===== src/rtl/adc_bus_ctrl.sv =====
module adc_bus_ctrl #(
  parameter int SYNC_STAGES = 2,
  parameter int WORD_W      = 12,
  parameter int LANE_W      = 8
) (
  input  logic              clk,
  input  logic              rst_n,
  input  logic              chip_en,
  input  logic              chip_sel_n,
  input  logic              rd_conv,
  input  logic              byte_addr,
  input  logic              wide_rd,
  input  logic              busy,
  input  logic [WORD_W-1:0] conv_word,
  output logic              start_pulse,
  output logic              short_len,
  output logic [WORD_W-1:0] data_out,
  output logic [WORD_W-1:0] data_oe
);

  localparam int NCTL  = 5;
  localparam int LO_W  = WORD_W - LANE_W;
  localparam int PAD_W = LANE_W - LO_W;
  localparam logic [WORD_W-1:0] HI_MASK = {{LANE_W{1'b1}}, {LO_W{1'b0}}};

  logic [NCTL-1:0] sync_q [SYNC_STAGES];
  logic [NCTL-1:0] ctl;
  logic            arm, arm_d, arm_rise, rd_ok;
  logic [WORD_W-1:0] oe_n, out_n;

  always_ff @(posedge clk or negedge rst_n) begin
    if (!rst_n) begin
      for (int i = 0; i < SYNC_STAGES; i++) sync_q[i] <= '0;
    end else begin
      sync_q[0] <= {wide_rd, byte_addr, rd_conv, chip_sel_n, chip_en};
      for (int i = 1; i < SYNC_STAGES; i++) sync_q[i] <= sync_q[i-1];
    end
  end

  assign ctl      = sync_q[SYNC_STAGES-1];
  assign arm      = ctl[0] & ~ctl[1] & ~ctl[2];
  assign arm_rise = arm & ~arm_d;
  assign rd_ok    = ctl[2] & ~busy & ctl[0] & ~ctl[1];

  always_ff @(posedge clk or negedge rst_n) begin
    if (!rst_n) begin
      arm_d       <= 1'b0;
      start_pulse <= 1'b0;
      short_len   <= 1'b0;
    end else begin
      arm_d       <= arm;
      start_pulse <= arm_rise & ~busy;
      if (arm_rise) short_len <= ctl[3];
    end
  end

  always_comb begin
    oe_n  = '0;
    out_n = '0;
    if (rd_ok) begin
      if (ctl[4]) begin
        oe_n  = '1;
        out_n = conv_word;
      end else if (!ctl[3]) begin
        oe_n  = HI_MASK;
        out_n = {conv_word[WORD_W-1 -: LANE_W], {LO_W{1'b0}}};
      end else begin
        oe_n  = HI_MASK;
        out_n = {conv_word[LO_W-1:0], {PAD_W{1'b0}}, {LO_W{1'b0}}};
      end
    end
  end

  always_ff @(posedge clk or negedge rst_n) begin
    if (!rst_n) begin
      data_oe  <= '0;
      data_out <= '0;
    end else begin
      data_oe  <= oe_n;
      data_out <= out_n;
    end
  end


  strobe_width_chk: assert property (@(posedge clk) disable iff (!rst_n)
    start_pulse |=> !start_pulse);

  start_idle_chk: assert property (@(posedge clk) disable iff (!rst_n)
    start_pulse |-> !$past(busy));

  read_idle_chk: assert property (@(posedge clk) disable iff (!rst_n)
    (|data_oe) |-> !$past(busy));

  quiet_lane_chk: assert property (@(posedge clk) disable iff (!rst_n)
    (data_out & ~data_oe) == '0);

  low_lane_chk: assert property (@(posedge clk) disable iff (!rst_n)
    (data_oe[LO_W-1:0] != '0) |-> (&data_oe));

endmodule


===== config.mk =====
export PLATFORM = sky130hd
export DESIGN_NAME = adc_bus_ctrl
export DESIGN_NICKNAME = d
export VERILOG_FILES = /design/src/rtl/adc_bus_ctrl.sv
export SDC_FILE = /design/constraint.sdc
export NUM_CORES = 1
export LEC_CHECK = 0
export BUFFER_PORTS_ARGS = -buffer_cell sky130_fd_sc_hd__buf_2
export CAP_MARGIN = 5
export CELL_PAD_IN_SITES_DETAIL_PLACEMENT = 1
export CELL_PAD_IN_SITES_GLOBAL_PLACEMENT = 1
export CORE_ASPECT_RATIO = 1.75
export CORE_MARGIN = 2
export CORE_UTILIZATION = 30
export CTS_CLUSTER_SIZE = 20
export DETAILED_ROUTE_END_ITERATION = 6
export GPL_TIMING_DRIVEN = 0
export PLACE_DENSITY = 0.72
export SYNTH_ARGS = -nofsm -noshare
export SYNTH_HDL_FRONTEND = slang
export SYNTH_SLANG_ARGS = --single-unit

===== constraint.sdc =====
create_clock -name clk -period 3.34 [get_ports clk]
set_clock_uncertainty 0.1 [all_clocks]
set_input_delay 0.501 -clock clk [delete_from_list [all_inputs] [get_ports clk]]
set_output_delay 0.501 -clock clk [all_outputs]
set_load 0.005 [all_outputs]

* Yosys cells after proc, flatten, opt, wreduce, memory -nomap -nowiden
Index checks and enable logic that the tools add are counted.
** Operators by class
- Muxes and demuxes :: 5
- Bitwise logic cells :: 11
** Operator list (count)
- $mux 12 :: 4
- $and 1x1->1 :: 7
- $mux 4 :: 1
- $not 1->1 :: 4
** Storage, ports and cells
- Bits in registers :: 37
- Bits of input ports :: 20
- Output and inout port bits :: 26
- Logic and storage cells :: 23

* Longest topological paths before layout
- Depth in word-level cells :: 5
- Mapped depth :: 4
- Mapped depth without buffers :: 3

* Least setup slack after synthesis
No wires, ideal clock.
- Path kind :: register -> register
- From :: reg sync_q (netlist bit ctl[1])
- To :: reg short_len
- Library setup time :: 128 ps
- Arrival time :: 976 ps
- Data required time :: 3112 ps
- Slack :: 2137 ps
- Stages on the path, launching flop included :: 4
- Buffers on the path :: 0
- Period minus slack after synthesis :: 1203 ps
- Path through :: dfrtp_1 -> nand2b_1 -> nor3_1 -> mux2_1
** Between the ends
- Longest elaborated chain between the ends :: 4
** Ends and longest elaborated chain
- from (decl) :: RTL line 26 : logic [NCTL-1:0] sync_q [SYNC_STAGES];
- $not 1->1 :: RTL line 41 : assign arm = ctl[0] & ~ctl[1] & ~ctl[2];
- $and 1x1->1 (2 in a row) :: RTL line 41
- $and 1x1->1 :: RTL line 42 : assign arm_rise = arm & ~arm_d;
- to (signal assigned) :: RTL line 53 : if (arm_rise) short_len <= ctl[3];
- to (decl) :: RTL line 16 : output logic short_len,
No other way between the ends.
A chain may end at the register's enable or synchronous reset.

==> impl_metrics.csv <==
group,metric,value,unit
global_routing,grtUsageTotal,11.94,%
sta,finalCritPeriodShare,48.33,%
pwr,p_leak,0.7377,nW
setup_path,worstPathArrival,1010,ps
sta,setup_ws,1726,ps
finish,syn_to_final_growth,34.39,%
floorplanning,core-area,3074,um^2
sta,hold_viol,0,
sta,setup_tns,0,ps
detailed_routing,antenna_left,0,
synthesis,yosysUniqueCellTypes,14,
synthesis,syn_nets,84,
clock_tree,cts_tree,"yes",
detailed_routing,drcViolationCount,0,
synthesis,yosys.area_share.simple,14.02,%
synthesis,synthCells,64,
setup_path,critPathMaxFanout,8,
floorplanning,rows,27,
detailed_routing,met2_length,1.209,mm
detailed_routing,drt_iter0_markers,5,
detailed_routing,via_per_inst,4.064,
finish,drive_above_1_share,55.75,%
detailed_routing,wl_met1,590,um
clock_tree,insertion_delay,270,ps
global_routing,grt_pass1_vias,711,
synthesis,synth_compound_area_share,0,%
clock_tree,cts.clk_slew.worst_paths,90,ps
synthesis,synth_top_family_by_area,"simple AND/OR/NAND/NOR gates",
synthesis,synth-seq-cells,27,
floorplanning,ios,46,
global_routing,overflow,0,
pwr,peakVddDrop,0.2417,mV
synthesis,yosys_warnings,0,
placement,hpwl,1.588,mm
run,timing.max_cap.violations,0,
finish,final_common_cell,"buf_2",
hold_path,hp-class,"input port to async pin",
pwr,p_per_area,449.5,nW/um^2
pwr,finalPower,571.4,uW
placement,gp_congestion,0.6510,
floorplanning,start_util,30.77,%
finish,diodes,0,
detailed_routing,top_layer,"met4",
sta,worst_pin_slew,584.2,ps
floorplanning,die-area,3636,um^2
sta,rsz0062_at_grt,"no",
global_routing,grt_max_degree,28,
setup_path,worstPathRequired,2740,ps
sta,setup_violations,0,
clock_tree,cts-hold-fix-buffers,0,
sta,hold_slack,121.5,ps
clock_tree,cts_max_path_buffers,2,
finish,fin_nets,134,
placement,io_buffers,45,
clock_tree,cts_max_level,1,
synthesis,synth_top_area_share,71.43,%
placement,dp_slack,1916,ps
finish,final_cell_mix,"45 x buf_2, 27 x dfrtp_1, 11 x buf_4",
sta,slew_headroom,61.05,%
detailed_routing,routed-wl-met3,142,um
setup_path,critPathKind,"flip-flop to output port",
global_routing,grt_pass1_wl,3.118,mm
clock_tree,numCtsBuffers,3,
global_routing,antenna_found_initial,0,
synthesis,synth_fa_ha_area_share,0,%
sta,slew_viol_final,0,
clock_tree,cts_setup_buffers,0,
detailed_routing,wirelength,1.963,mm
clock_tree,cts.sinks,27,
synthesis,syn_area,945.9,um^2
sta,period_minus_slack,1614,ps
synthesis,syn_area_per_cell,14.78,um^2
detailed_routing,avgRoutedWirePerCell,12.58,um
status,outcome,"completed",
synthesis,yosysSeqAreaShare,71.43,%
sta,fmax,0.6195,GHz
detailed_routing,vias,634,
clock_tree,cts_resized,0,
synthesis,yosys.area.top_type,"dfrtp_1",
synthesis,synth-xor-area-share,0,%
detailed_routing,first_pass_iters,4,
synthesis,synth.area.top_cells,"dfrtp_1 71%, buf_4 8.7%, mux2i_1 4.2%",
setup_path,endpoint_kind,"output port",
setup_path,cp-start-kind,"flip-flop",
synthesis,muxShareOfSynthArea,5.423,%
setup_path,r2r_cells,3,
clock_tree,clockRootBuffer,"clkbuf_8",
floorplanning,die-height,78.28,um
floorplanning,die_x,46.45,um
==> through the flow <==
step / cells / instance area, um^2 / utilization, %
6_report: 156 / 1271 / 41.35
5_1_grt: 156 / 1271 / 41.35
4_1_cts: 156 / 1271 / 41.35
3_5_place_dp: 152 / 1225 / 39.85
3_3_place_gp: 152 / 1225 / 39.85
2_1_floorplan: 64 / 945.9 / -
==> final cells by class <==
class | instances | area, um^2
plain buffers | 11 | 82.58
clock buffers | 3 | 41.29
clock inverters | 1 | 5.005
fillers | 352 | 1803
inverters | 1 | 3.754
multi-input cells | 25 | 183.9
flip-flops and latches | 27 | 675.6
well taps | 43 | 53.80
repair buffers | 45 | 225.2
==> path summary, 6_finish.rpt <==
path | start | end | slack [ps]
max | data_oe[10]$_DFF_PN0_ | data_oe[6] | 1730
min | rst_n | data_out[10]$_DFF_PN0_ | 120
max reg2reg | ctl[1]$_DFF_PN0_ | short_len$_DFFE_PN0P_ | 2020
min reg2reg | sync_q[9]$_DFF_PN0_ | ctl[4]$_DFF_PN0_ | 260
max in group asynchronous | rst_n | data_out[4]$_DFF_PN0_ | 2640
min in group clk | chip_sel_n | sync_q[6]$_DFF_PN0_ | 230
==> sequential cells by signal, indices dropped and copies added, names as in the netlist <==
register,flops
start_pulse,1
short_len,1
data_out,12
ctl,5
data_oe,2
sync_q,5
arm_d,1
==> cells by family after synthesis <==
group	count (synthesis)
flops	27
simple gates	20
buf+inv	12
mux	5
==> routing by layer <==
layer  track usage [%]  vias up
met5                 0        -
met1             10.03      299
met3             2.529        4
met2             24.03       37
li1                  -      294
met4             4.286        0
==> worst max-delay path, cell delays in order (launching register included) <==
cell,delay [ps]
dfrtp_1,470
buf_4,160
buf_2,120
==> cells in the mapped netlist <==
cell type	instances
nor4_1	1
nor2_2	1
mux2_1	1
inv_2	1
buf_4	11
and3_1	4
nand4bb_4	1
nor2_1	5
nor2b_1	1
nor3_1	1
nand2b_1	1
dfrtp_1	27
and2_1	5
mux2i_1	4
==> where the power goes <==
part / total (mW) / internal (mW) / leakage, nW / switching [mW]
Combinational: 0.0442 / 0.0240 / 0.362 / 0.0201
Clock: 0.182 / 0.0835 / 0.0255 / 0.0986
Sequential: 0.345 / 0.338 / 0.350 / 0.00678
Note: power is estimated with default switching activity, not from simulation.
